===== src/rtl/eye_sweep_pkg.sv =====
package eye_sweep_pkg;

  typedef enum logic [1:0] {
    EYE_LEFT     = 2'd0,
    EYE_MID_OUT  = 2'd1,
    EYE_RIGHT    = 2'd2,
    EYE_MID_BACK = 2'd3
  } eye_pos_e;

  typedef struct packed {
    logic left;
    logic mid;
    logic right;
  } lamp_set_t;

  function automatic eye_pos_e eye_next(input eye_pos_e cur);
    eye_pos_e nxt;
    case (cur)
      EYE_LEFT:     nxt = EYE_MID_OUT;
      EYE_MID_OUT:  nxt = EYE_RIGHT;
      EYE_RIGHT:    nxt = EYE_MID_BACK;
      EYE_MID_BACK: nxt = EYE_LEFT;
      default:      nxt = EYE_LEFT;
    endcase
    return nxt;
  endfunction

endpackage


===== src/rtl/eye_step_divider.sv =====
module eye_step_divider #(
  parameter int unsigned RATIO = 4
) (
  input  logic clk,
  input  logic rst_n,
  input  logic step_in,
  output logic tick
);
  localparam int unsigned CW = (RATIO > 1) ? $clog2(RATIO) : 1;
  localparam logic [CW-1:0] LAST = CW'(RATIO - 1);

  logic [CW-1:0] cnt;

  assign tick = step_in && (cnt == LAST);

  always_ff @(posedge clk) begin
    if (!rst_n) begin
      cnt <= '0;
    end else if (step_in) begin
      cnt <= (cnt == LAST) ? '0 : cnt + 1'b1;
    end
  end
endmodule


===== src/rtl/eye_sweep_fsm.sv =====
module eye_sweep_fsm
  import eye_sweep_pkg::*;
(
  input  logic     clk,
  input  logic     rst_n,
  input  logic     adv,
  output eye_pos_e pos
);
  always_ff @(posedge clk) begin
    if (!rst_n) begin
      pos <= EYE_LEFT;
    end else if (adv) begin
      pos <= eye_next(pos);
    end
  end
endmodule


===== src/rtl/eye_lamp_decode.sv =====
module eye_lamp_decode
  import eye_sweep_pkg::*;
(
  input  eye_pos_e  pos,
  output lamp_set_t lamps
);
  always_comb begin
    lamps = '0;
    case (pos)
      EYE_LEFT:     lamps.left  = 1'b1;
      EYE_MID_OUT:  lamps.mid   = 1'b1;
      EYE_RIGHT:    lamps.right = 1'b1;
      EYE_MID_BACK: lamps.mid   = 1'b1;
      default:      lamps.left  = 1'b1;
    endcase
  end
endmodule


===== src/rtl/eye_sweep_top.sv =====
module eye_sweep_top
  import eye_sweep_pkg::*;
#(
  parameter bit          USE_DIVIDER = 1'b1,
  parameter int unsigned DIV_RATIO   = 4
) (
  input  logic clk,
  input  logic rst_n,
  input  logic step_en,
  output logic lamp_left,
  output logic lamp_mid,
  output logic lamp_right
);
  logic      adv;
  eye_pos_e  pos;
  lamp_set_t lamps;

  generate
    if (USE_DIVIDER) begin : g_div
      eye_step_divider #(.RATIO(DIV_RATIO)) u_div (
        .clk     (clk),
        .rst_n   (rst_n),
        .step_in (step_en),
        .tick    (adv)
      );
    end else begin : g_direct
      assign adv = step_en;
    end
  endgenerate

  eye_sweep_fsm u_fsm (
    .clk   (clk),
    .rst_n (rst_n),
    .adv   (adv),
    .pos   (pos)
  );

  eye_lamp_decode u_dec (
    .pos   (pos),
    .lamps (lamps)
  );

  assign lamp_left  = lamps.left;
  assign lamp_mid   = lamps.mid;
  assign lamp_right = lamps.right;
endmodule


===== config.mk =====
export PLATFORM = sky130hd
export DESIGN_NAME = eye_sweep_top
export DESIGN_NICKNAME = d
export VERILOG_FILES = /design/src/rtl/eye_sweep_pkg.sv /design/src/rtl/eye_step_divider.sv /design/src/rtl/eye_sweep_fsm.sv /design/src/rtl/eye_lamp_decode.sv /design/src/rtl/eye_sweep_top.sv
export SDC_FILE = /design/constraint.sdc
export NUM_CORES = 1
export LEC_CHECK = 0
export BUFFER_PORTS_ARGS = -buffer_cell sky130_fd_sc_hd__buf_2
export CORE_AREA = 4 4 41 43
export DETAILED_ROUTE_END_ITERATION = 10
export DIE_AREA = 0 0 45 47
export PLACE_DENSITY = 0.41
export SETUP_SLACK_MARGIN = 0.5
export SYNTH_ARGS = -nofsm -noshare
export SYNTH_HDL_FRONTEND = slang
export SYNTH_HIERARCHICAL = 1
export SYNTH_SLANG_ARGS = --single-unit

===== constraint.sdc =====
create_clock -name clk -period 1.4 [get_ports clk]
set_input_delay 0.28 -clock clk [delete_from_list [all_inputs] [get_ports clk]]
set_output_delay 0.28 -clock clk [all_outputs]
set_load 0.03 [all_outputs]

==> impl_metrics.py, run 1 <==
metrics = {
    "clocking": {
        "cts_tree": "done",
        "cts-hold-fix-buffers": 0,
        "htreeDepth": 1,
        "clk_latency_ps": 240,
        "clockBufferDepth": 2,
        "clock-sinks": 4,
        "clkTransAtPathRegs_ps": 40,
        "cts-root-buf": "clkbuf_4",
        "cts_buffers": 3,
    },
    "timing": {
        "final.min_clock_period_ps": 1140,
        "hold-worst-slack_ps": 305,
        "drv_slew": 0,
        "setup_viol_count_final": 0,
        "worst_pin_slew_ps": 128,
        "hold_viol_final": 0,
        "skew_ps": 7.06,
        "post-route-period-util_pct": 81.3,
        "fmax_mhz": 878,
        "slew_headroom_pct": 91.2,
        "setup_tns_ps": 0,
        "rsz0062_at_grt": "yes",
    },
    "floorplan": {
        "io_pins": 6,
        "die_h_um": 47,
        "die-area_um2": 2120,
        "rows": 13,
        "coreArea_um2": 1300,
        "start_util_pct": 16.8,
        "die_w_um": 45,
    },
    "status": {
        "outcome": "finished clean",
    },
    "detailed_routing": {
        "via_per_inst": 4.02,
        "drtIter0Drc": 2,
        "drt-total-wl_um": 450,
        "wl_per_cell_um": 9.18,
        "first_pass_iters": 2,
        "vias": 197,
        "remaining_drc_errors": 0,
        "ant_nets": 0,
    },
    "worst_hold_path": {
        "hold_class": "input port to flop",
    },
    "grt": {
        "grt_usage_pct": 6.64,
        "grt_pass1_wl_um": 876,
        "grt_max_degree": 6,
        "grt_pass1_vias": 225,
        "antenna_found_initial": 0,
        "overflow": 0,
    },
    "layout": {
        "fill_cells": 144,
        "diodes": 0,
        "seqCellArea_um2": 90.1,
        "multi_input_area_um2": 169,
        "final_cell_mix": "clkbuf_4, nor2b_1, buf_4, buf_2",
        "nets": 41,
        "fin_cells": 49,
        "drive_gt1_share_pct": 70.6,
        "areaGrowthSynthToFinish_pct": 69.7,
        "stdcell_area_um2": 372,
    },
    "synth": {
        "syn_nets": 29,
        "yosysUniqueCellTypes": 12,
        "yosysWarnings": 6,
        "syn_area_per_cell_um2": 9.52,
        "synth-seq-area-share_pct": 36.6,
        "syn_area_um2": 219,
        "syn-instance-count": 23,
        "synth-seq-cells": 4,
    },
    "worst_setup_path": {
        "crit_required_ps": 1120,
        "path_class": "flop to output pin",
        "cp-end-kind": "output pin",
        "start_kind": "flop",
        "path_max_fanout": 4,
        "cp.arrival_ps": 860,
    },
    "place": {
        "postPlaceCellArea_um2": 290,
        "dp_cells": 42,
        "hpwl_um": 324,
        "numPortBuffers": 5,
        "gp_congestion": 0.650,
    },
    "power_and_ir_drop": {
        "power-per-cell-area_nw_per_um2": 833,
        "ir_worst_vdd_mv": 0.360,
        "cellLeakagePower_uw": 0.000148,
        "design_power_total_uw": 310,
    },
    "job": {
        "drv_cap": 0,
    },
}
[final cells by class]
cell class | count | share of cell area (%)
tap | 15 | 5.05
multi-input combinational | 16 | 45.5
timing repair buffer | 8 | 16.2
clock buffer | 4 | 7.07
inverter | 2 | 2.02
sequential | 4 | 24.2
[per-layer routing]
layer	GRT usage (%)	vias to the layer above	wire, µm
met5	0	-	0
met4	5.26	0	0
met3	5.75	0	39
met2	10.5	8	238
met1	5.23	93	172
li1	-	96	-
[registers in the layout, indices dropped and copies added, names as in the netlist]
| register | cells |
|---|---|
| g_div.u_div/cnt | 2 |
| u_fsm/pos | 2 |
[worst paths after layout]
kind / endpoint / slack [ps] / cells after the start / from
worst max-delay path: lamp_right / 260 / 2 / u_fsm/pos[1]
worst min-delay path: g_div.u_div/cnt[0] / 310 / 2 / rst_n
worst max register to register: u_fsm/pos[1] / 430 / 4 / g_div.u_div/cnt[0]
worst min register to register: g_div.u_div/cnt[1] / 540 / 2 / g_div.u_div/cnt[1]
[worst max-delay path, stage by stage, from the launching register on]
cell and delay (ps):
dfxtp_4 360, nor2b_4 140, buf_6 130
[synth_stat cells]
| library cell | number | area share (%) |
|---|---|---|
| o21ai_0 | 1 | 2.3 |
| dfxtp_1 | 4 | 37 |
| ha_1 | 3 | 17 |
| a21oi_1 | 1 | 2.3 |
| nor3b_2 | 1 | 5.7 |
| mux2i_1 | 2 | 9.1 |
| nor2_1 | 2 | 3.4 |
| nor2b_1 | 4 | 11 |
| and2_2 | 1 | 3.4 |
| inv_1 | 2 | 3.4 |
| o21a_1 | 1 | 3.4 |
| clkbuf_1 | 1 | 1.7 |
[report_power, final]
part           switching, µW  leakage [µW]  total [µW]  internal, µW
clock                   49.2     0.0000150         156           107
sequential              4.93     0.0000349         122           117
combinational           12.8     0.0000983        31.6          18.8
[timing repair]
item	4_1_cts	5_1_grt
resized for setup	7	1
pin swaps	4	1
endpoints found under the setup margin	5	6
buffers inserted	3	0
[cells by family (layout without fill, tap and decap cells)]
group                      after synthesis  count (layout)  synth area share (%)
and+or+nand+nor                          8               8                  24.0
adders and majority gates                3               3                  17.1
DFF                                      4               4                  36.6
AOI/OAI and AO/OA                        3               3                  8.00
muxes                                    2               2                  9.14
buffers and inverters                    3              14                  5.14
[stage by stage]
step / utilization [%] / setup slack (ps)
after floorplan: - / 460
after global placement: 22.3 / 430
after detailed placement: 22.3 / 401
after CTS: 28.4 / 244
after global routing: 28.6 / 223
final: 28.6 / 261
Note: power is estimated with default switching activity, not from simulation.
==> run 2, diff against run 1 <==
==> constraint.sdc (replaced) <==
create_clock -name clk -period 1.2 [get_ports clk]
set_input_delay 0.24 -clock clk [delete_from_list [all_inputs] [get_ports clk]]
set_output_delay 0.24 -clock clk [all_outputs]
set_load 0.03 [all_outputs]
==> impl_metrics.py, run 2 (same netlist as run 1, synthesis figures left out) <==
metrics = {
    "clocking": {
        "clk_latency_ps": 240,
        "htreeDepth": 1,
        "cts_tree": "done",
        "cts-root-buf": "clkbuf_4",
        "clock-sinks": 4,
        "cts_buffers": 3,
        "clkTransAtPathRegs_ps": 40,
        "clockBufferDepth": 2,
    },
    "grt": {
        "grt_max_degree": 6,
        "grt_pass1_wl_um": 821,
        "antenna_found_initial": 0,
        "overflow": 0,
        "grt_pass1_vias": 189,
        "grt_usage_pct": 6.08,
    },
    "power_and_ir_drop": {
        "power-per-cell-area_nw_per_um2": 984,
        "ir_worst_vdd_mv": 0.460,
        "cellLeakagePower_uw": 0.000153,
    },
    "floorplan": {
        "die-area_um2": 2120,
        "start_util_pct": 16.8,
        "die_w_um": 45,
        "io_pins": 6,
        "die_h_um": 47,
        "rows": 13,
        "coreArea_um2": 1300,
    },
    "timing": {
        "rsz0062_at_grt": "yes",
        "drv_slew": 0,
        "hold_viol_final": 0,
        "fmax_mhz": 902,
        "setup_slack_ps": 91.3,
        "final.min_clock_period_ps": 1110,
        "slew_headroom_pct": 92.4,
        "setup_tns_ps": 0,
        "skew_ps": 4.48,
        "post-route-period-util_pct": 92.4,
        "worst_pin_slew_ps": 111,
        "setup_viol_count_final": 0,
    },
    "layout": {
        "drive_gt1_share_pct": 70.6,
        "fill_cells": 142,
        "diodes": 0,
        "nets": 41,
        "areaGrowthSynthToFinish_pct": 72.0,
        "largestRegisters": "g_div.u_div/cnt (2), u_fsm/pos (2)",
        "final_cell_mix": "clkbuf_4, nor2b_1, buf_4, buf_2",
    },
    "worst_hold_path": {
        "hold_start": "rst_n",
        "holdPathEnd": "g_div.u_div/cnt[0]",
        "hold-path-cell-count": 2,
        "hold_class": "input port to flop",
    },
    "detailed_routing": {
        "vias": 192,
        "remaining_drc_errors": 0,
        "wl_per_cell_um": 9.67,
        "drt-total-wl_um": 474,
        "drtIter0Drc": 4,
        "via_per_inst": 3.92,
        "first_pass_iters": 2,
        "ant_nets": 0,
    },
    "worst_setup_path": {
        "path_max_fanout": 4,
        "cp.arrival_ps": 870,
        "r2r_cells": 5,
        "path_class": "flop to output pin",
        "startpoint": "u_fsm/pos[1]",
        "r2r-end": "u_fsm/pos[1]",
        "start_kind": "flop",
        "crit_required_ps": 960,
        "reg2reg_from": "u_fsm/pos[1]",
        "cp-end-kind": "output pin",
        "rrSetupSlack_ps": 180,
    },
    "place": {
        "gp_congestion": 0.662,
        "hpwl_um": 315,
        "post-place-ws_ps": 195,
        "numPortBuffers": 5,
    },
    "job": {
        "drv_cap": 0,
    },
    "status": {
        "outcome": "finished clean",
    },
}
## run 2: cell counts in the layout (fill, tap and decap cells not counted)
Identical to the previous run, type by type.
## run 2: what timing repair did
item                       CTS  global route
hold buffers                 0             0
setup buffers                2             1
pin swaps                    2             0
gates resized for setup      7             4
setup endpoints to repair    7             7
## run 2: critical path: stages (launching register included)
cell and delay (ps):
dfxtp_4 360, nor2b_4 140, buf_6 130
## run 2: where the power goes
part           total [µW]  switching [µW]  internal [µW]
combinational        36.5            14.6           21.9
sequential            143            6.56            136
clock                 191            65.8            125
total                 371            87.0            284
## run 2: final cells by class
class | instances | area, µm² | area share, %
Clock buffer | 4 | 26.3 | 6.98
Inverter | 2 | 10.0 | 2.66
Multi-Input combinational cell | 16 | 171 | 45.5
Sequential cell | 4 | 90.1 | 23.9
Tap cell | 15 | 18.8 | 4.98
Timing Repair Buffer | 8 | 60.1 | 15.9
## run 2: worst max path at each step
| stage | end | slack [ps] |
|---|---|---|
| after floorplan | u_fsm/pos[1] | 260 |
| after global placement | u_fsm/pos[1] | 230 |
| after detailed placement | u_fsm/pos[1] | 200 |
| after CTS | lamp_right | 80 |
| after global routing | lamp_right | 50 |
| final | lamp_right | 90 |
## run 2: metal layers
metal	global-route usage, %	wire (µm)
met3	3.45	45
met1	5.67	198
met2	8.76	230
met4	7.02	0
met5	0	0
## run 2: per-stage QoR
stage	total power, µW	cell area [µm²]	instances	hold slack (ps)	utilization [%]
after detailed placement	177	285	42	500	21.9
after CTS	383	359	48	243	27.6
final	371	377	49	251	28.9
after global placement	175	285	42	492	21.9
after floorplan	168	255	23	358	-
after global routing	405	377	49	253	28.9
==> run 3, diff against run 2 <==
--- a/config.mk
+++ b/config.mk
@@ -5,10 +5,10 @@
 export SDC_FILE = /design/constraint.sdc
 export NUM_CORES = 1
 export LEC_CHECK = 0
-export BUFFER_PORTS_ARGS = -buffer_cell sky130_fd_sc_hd__buf_2
-export CORE_AREA = 4 4 41 43
+export BUFFER_PORTS_ARGS = -buffer_cell sky130_fd_sc_hd__buf_4
+export CORE_AREA = 2 2 39 41
 export DETAILED_ROUTE_END_ITERATION = 10
-export DIE_AREA = 0 0 45 47
+export DIE_AREA = 0 0 41 43
 export PLACE_DENSITY = 0.41
 export SETUP_SLACK_MARGIN = 0.5
 export SYNTH_ARGS = -nofsm -noshare
==> impl_metrics.py, run 3 (same netlist as run 1, synthesis figures left out) <==
metrics = {
    "status": {
        "outcome": "finished clean",
    },
    "timing": {
        "drv_slew": 0,
        "post-route-period-util_pct": 92.6,
        "final.min_clock_period_ps": 1110,
        "rsz0062_at_grt": "yes",
        "hold-worst-slack_ps": 252,
        "setup_slack_ps": 89.2,
        "fmax_mhz": 900,
        "slew_headroom_pct": 92.1,
        "setup_viol_count_final": 0,
        "skew_ps": 7.17,
        "hold_viol_final": 0,
        "setup_tns_ps": 0,
        "worst_pin_slew_ps": 115,
    },
    "worst_setup_path": {
        "r2r_cells": 5,
        "crit_required_ps": 960,
        "path_class": "flop to output pin",
        "start_kind": "flop",
        "crit_slowest_cell": "dfxtp_4",
        "path_max_fanout": 5,
        "cp-end-kind": "output pin",
        "cpPeakStageDelay_ps": 360,
        "cp.arrival_ps": 870,
        "cp_cell_sequence": "nor2b_4 -> buf_6",
    },
    "clocking": {
        "cts_buffers": 3,
        "clkTransAtPathRegs_ps": 40,
        "htreeDepth": 1,
        "clockBufferDepth": 2,
        "clock-sinks": 4,
        "cts_tree": "done",
        "cts-hold-fix-buffers": 0,
        "clk_latency_ps": 240,
        "cts-root-buf": "clkbuf_4",
    },
    "place": {
        "numPortBuffers": 5,
        "hpwl_um": 294,
        "post-place-ws_ps": 209,
        "dp_cells": 43,
        "gp_congestion": 0.601,
    },
    "layout": {
        "areaGrowthSynthToFinish_pct": 79.4,
        "nets": 42,
        "final_cell_mix": "buf_4, clkbuf_4, nor2b_1, buf_6",
        "diodes": 0,
        "largestRegisters": "g_div.u_div/cnt (2), u_fsm/pos (2)",
        "fill_cells": 148,
        "layout_commonest_cell": "buf_4",
        "fin_cells": 51,
        "drive_gt1_share_pct": 68.6,
    },
    "power_and_ir_drop": {
        "ir_worst_vdd_mv": 0.412,
        "design_power_total_uw": 364,
        "power-per-cell-area_nw_per_um2": 928,
        "cellLeakagePower_uw": 0.000159,
    },
    "worst_hold_path": {
        "hold-path-cell-count": 3,
        "hold_class": "input port to flop",
    },
    "floorplan": {
        "io_pins": 6,
        "coreArea_um2": 1380,
        "die-area_um2": 1760,
        "die_h_um": 43,
        "start_util_pct": 15.8,
        "die_w_um": 41,
        "rows": 14,
    },
    "detailed_routing": {
        "ant_nets": 0,
        "drtIter0Drc": 1,
        "first_pass_iters": 2,
        "vias": 194,
        "remaining_drc_errors": 0,
        "wl_per_cell_um": 8.82,
        "drt-total-wl_um": 450,
        "via_per_inst": 3.80,
    },
    "grt": {
        "grt_usage_pct": 7.82,
        "overflow": 0,
        "antenna_found_initial": 0,
        "grt_max_degree": 6,
        "grt_pass1_vias": 193,
        "grt_pass1_wl_um": 759,
    },
    "job": {
        "drv_cap": 0,
    },
}
-- run 3: timing repair --
item / 4_1_cts / 5_1_grt
buffers inserted: 4 / 0
gates cloned: 0 / 0
endpoints found under the setup margin: 7 / 7
gates resized for setup: 7 / 1
pin swaps: 2 / 2
-- run 3: where the power goes --
group	internal [µW]	total (µW)	leakage, µW	switching (µW)
clock	125	181	0.0000150	56.3
combinational	25.7	41.2	0.000109	15.6
sequential	136	142	0.0000349	5.76
-- run 3: final cells by class --
type,count,area (µm²),area share [%]
sequential,4,90.1,22.9
inverter,2,10.0,2.55
timing repair buffer,9,78.8,20.1
clock buffer,4,26.3,6.69
multi-input combinational,16,168,42.7
tap,16,20.0,5.10
-- run 3: layer usage --
layer	wire, µm	vias up	global-route usage (%)
met5	0	-	0
li1	-	98	-
met4	6	0	6.00
met2	261	6	12.5
met1	149	88	4.49
met3	32	2	7.85
-- run 3: final timing paths --
check | to | start | slack, ps
worst max-delay path | lamp_right | u_fsm/pos[1] | 90
worst min-delay path | u_fsm/pos[0] | rst_n | 250
worst max register to register | u_fsm/pos[1] | u_fsm/pos[0] | 200
worst min register to register | g_div.u_div/cnt[1] | g_div.u_div/cnt[1] | 530
-- run 3: metrics by stage --
stage	instance area [µm²]	util, %
2_1_floorplan	255	-
3_3_place_gp	299	21.6
3_5_place_dp	299	21.6
4_1_cts	389	28.1
5_1_grt	393	28.4
6_report	393	28.4
-- run 3: critical path, delay by kind of cell (launching register included) --
kind	cells	cell delay (ps)
flops	1	360
buf+inv	1	130
simple gates	1	140
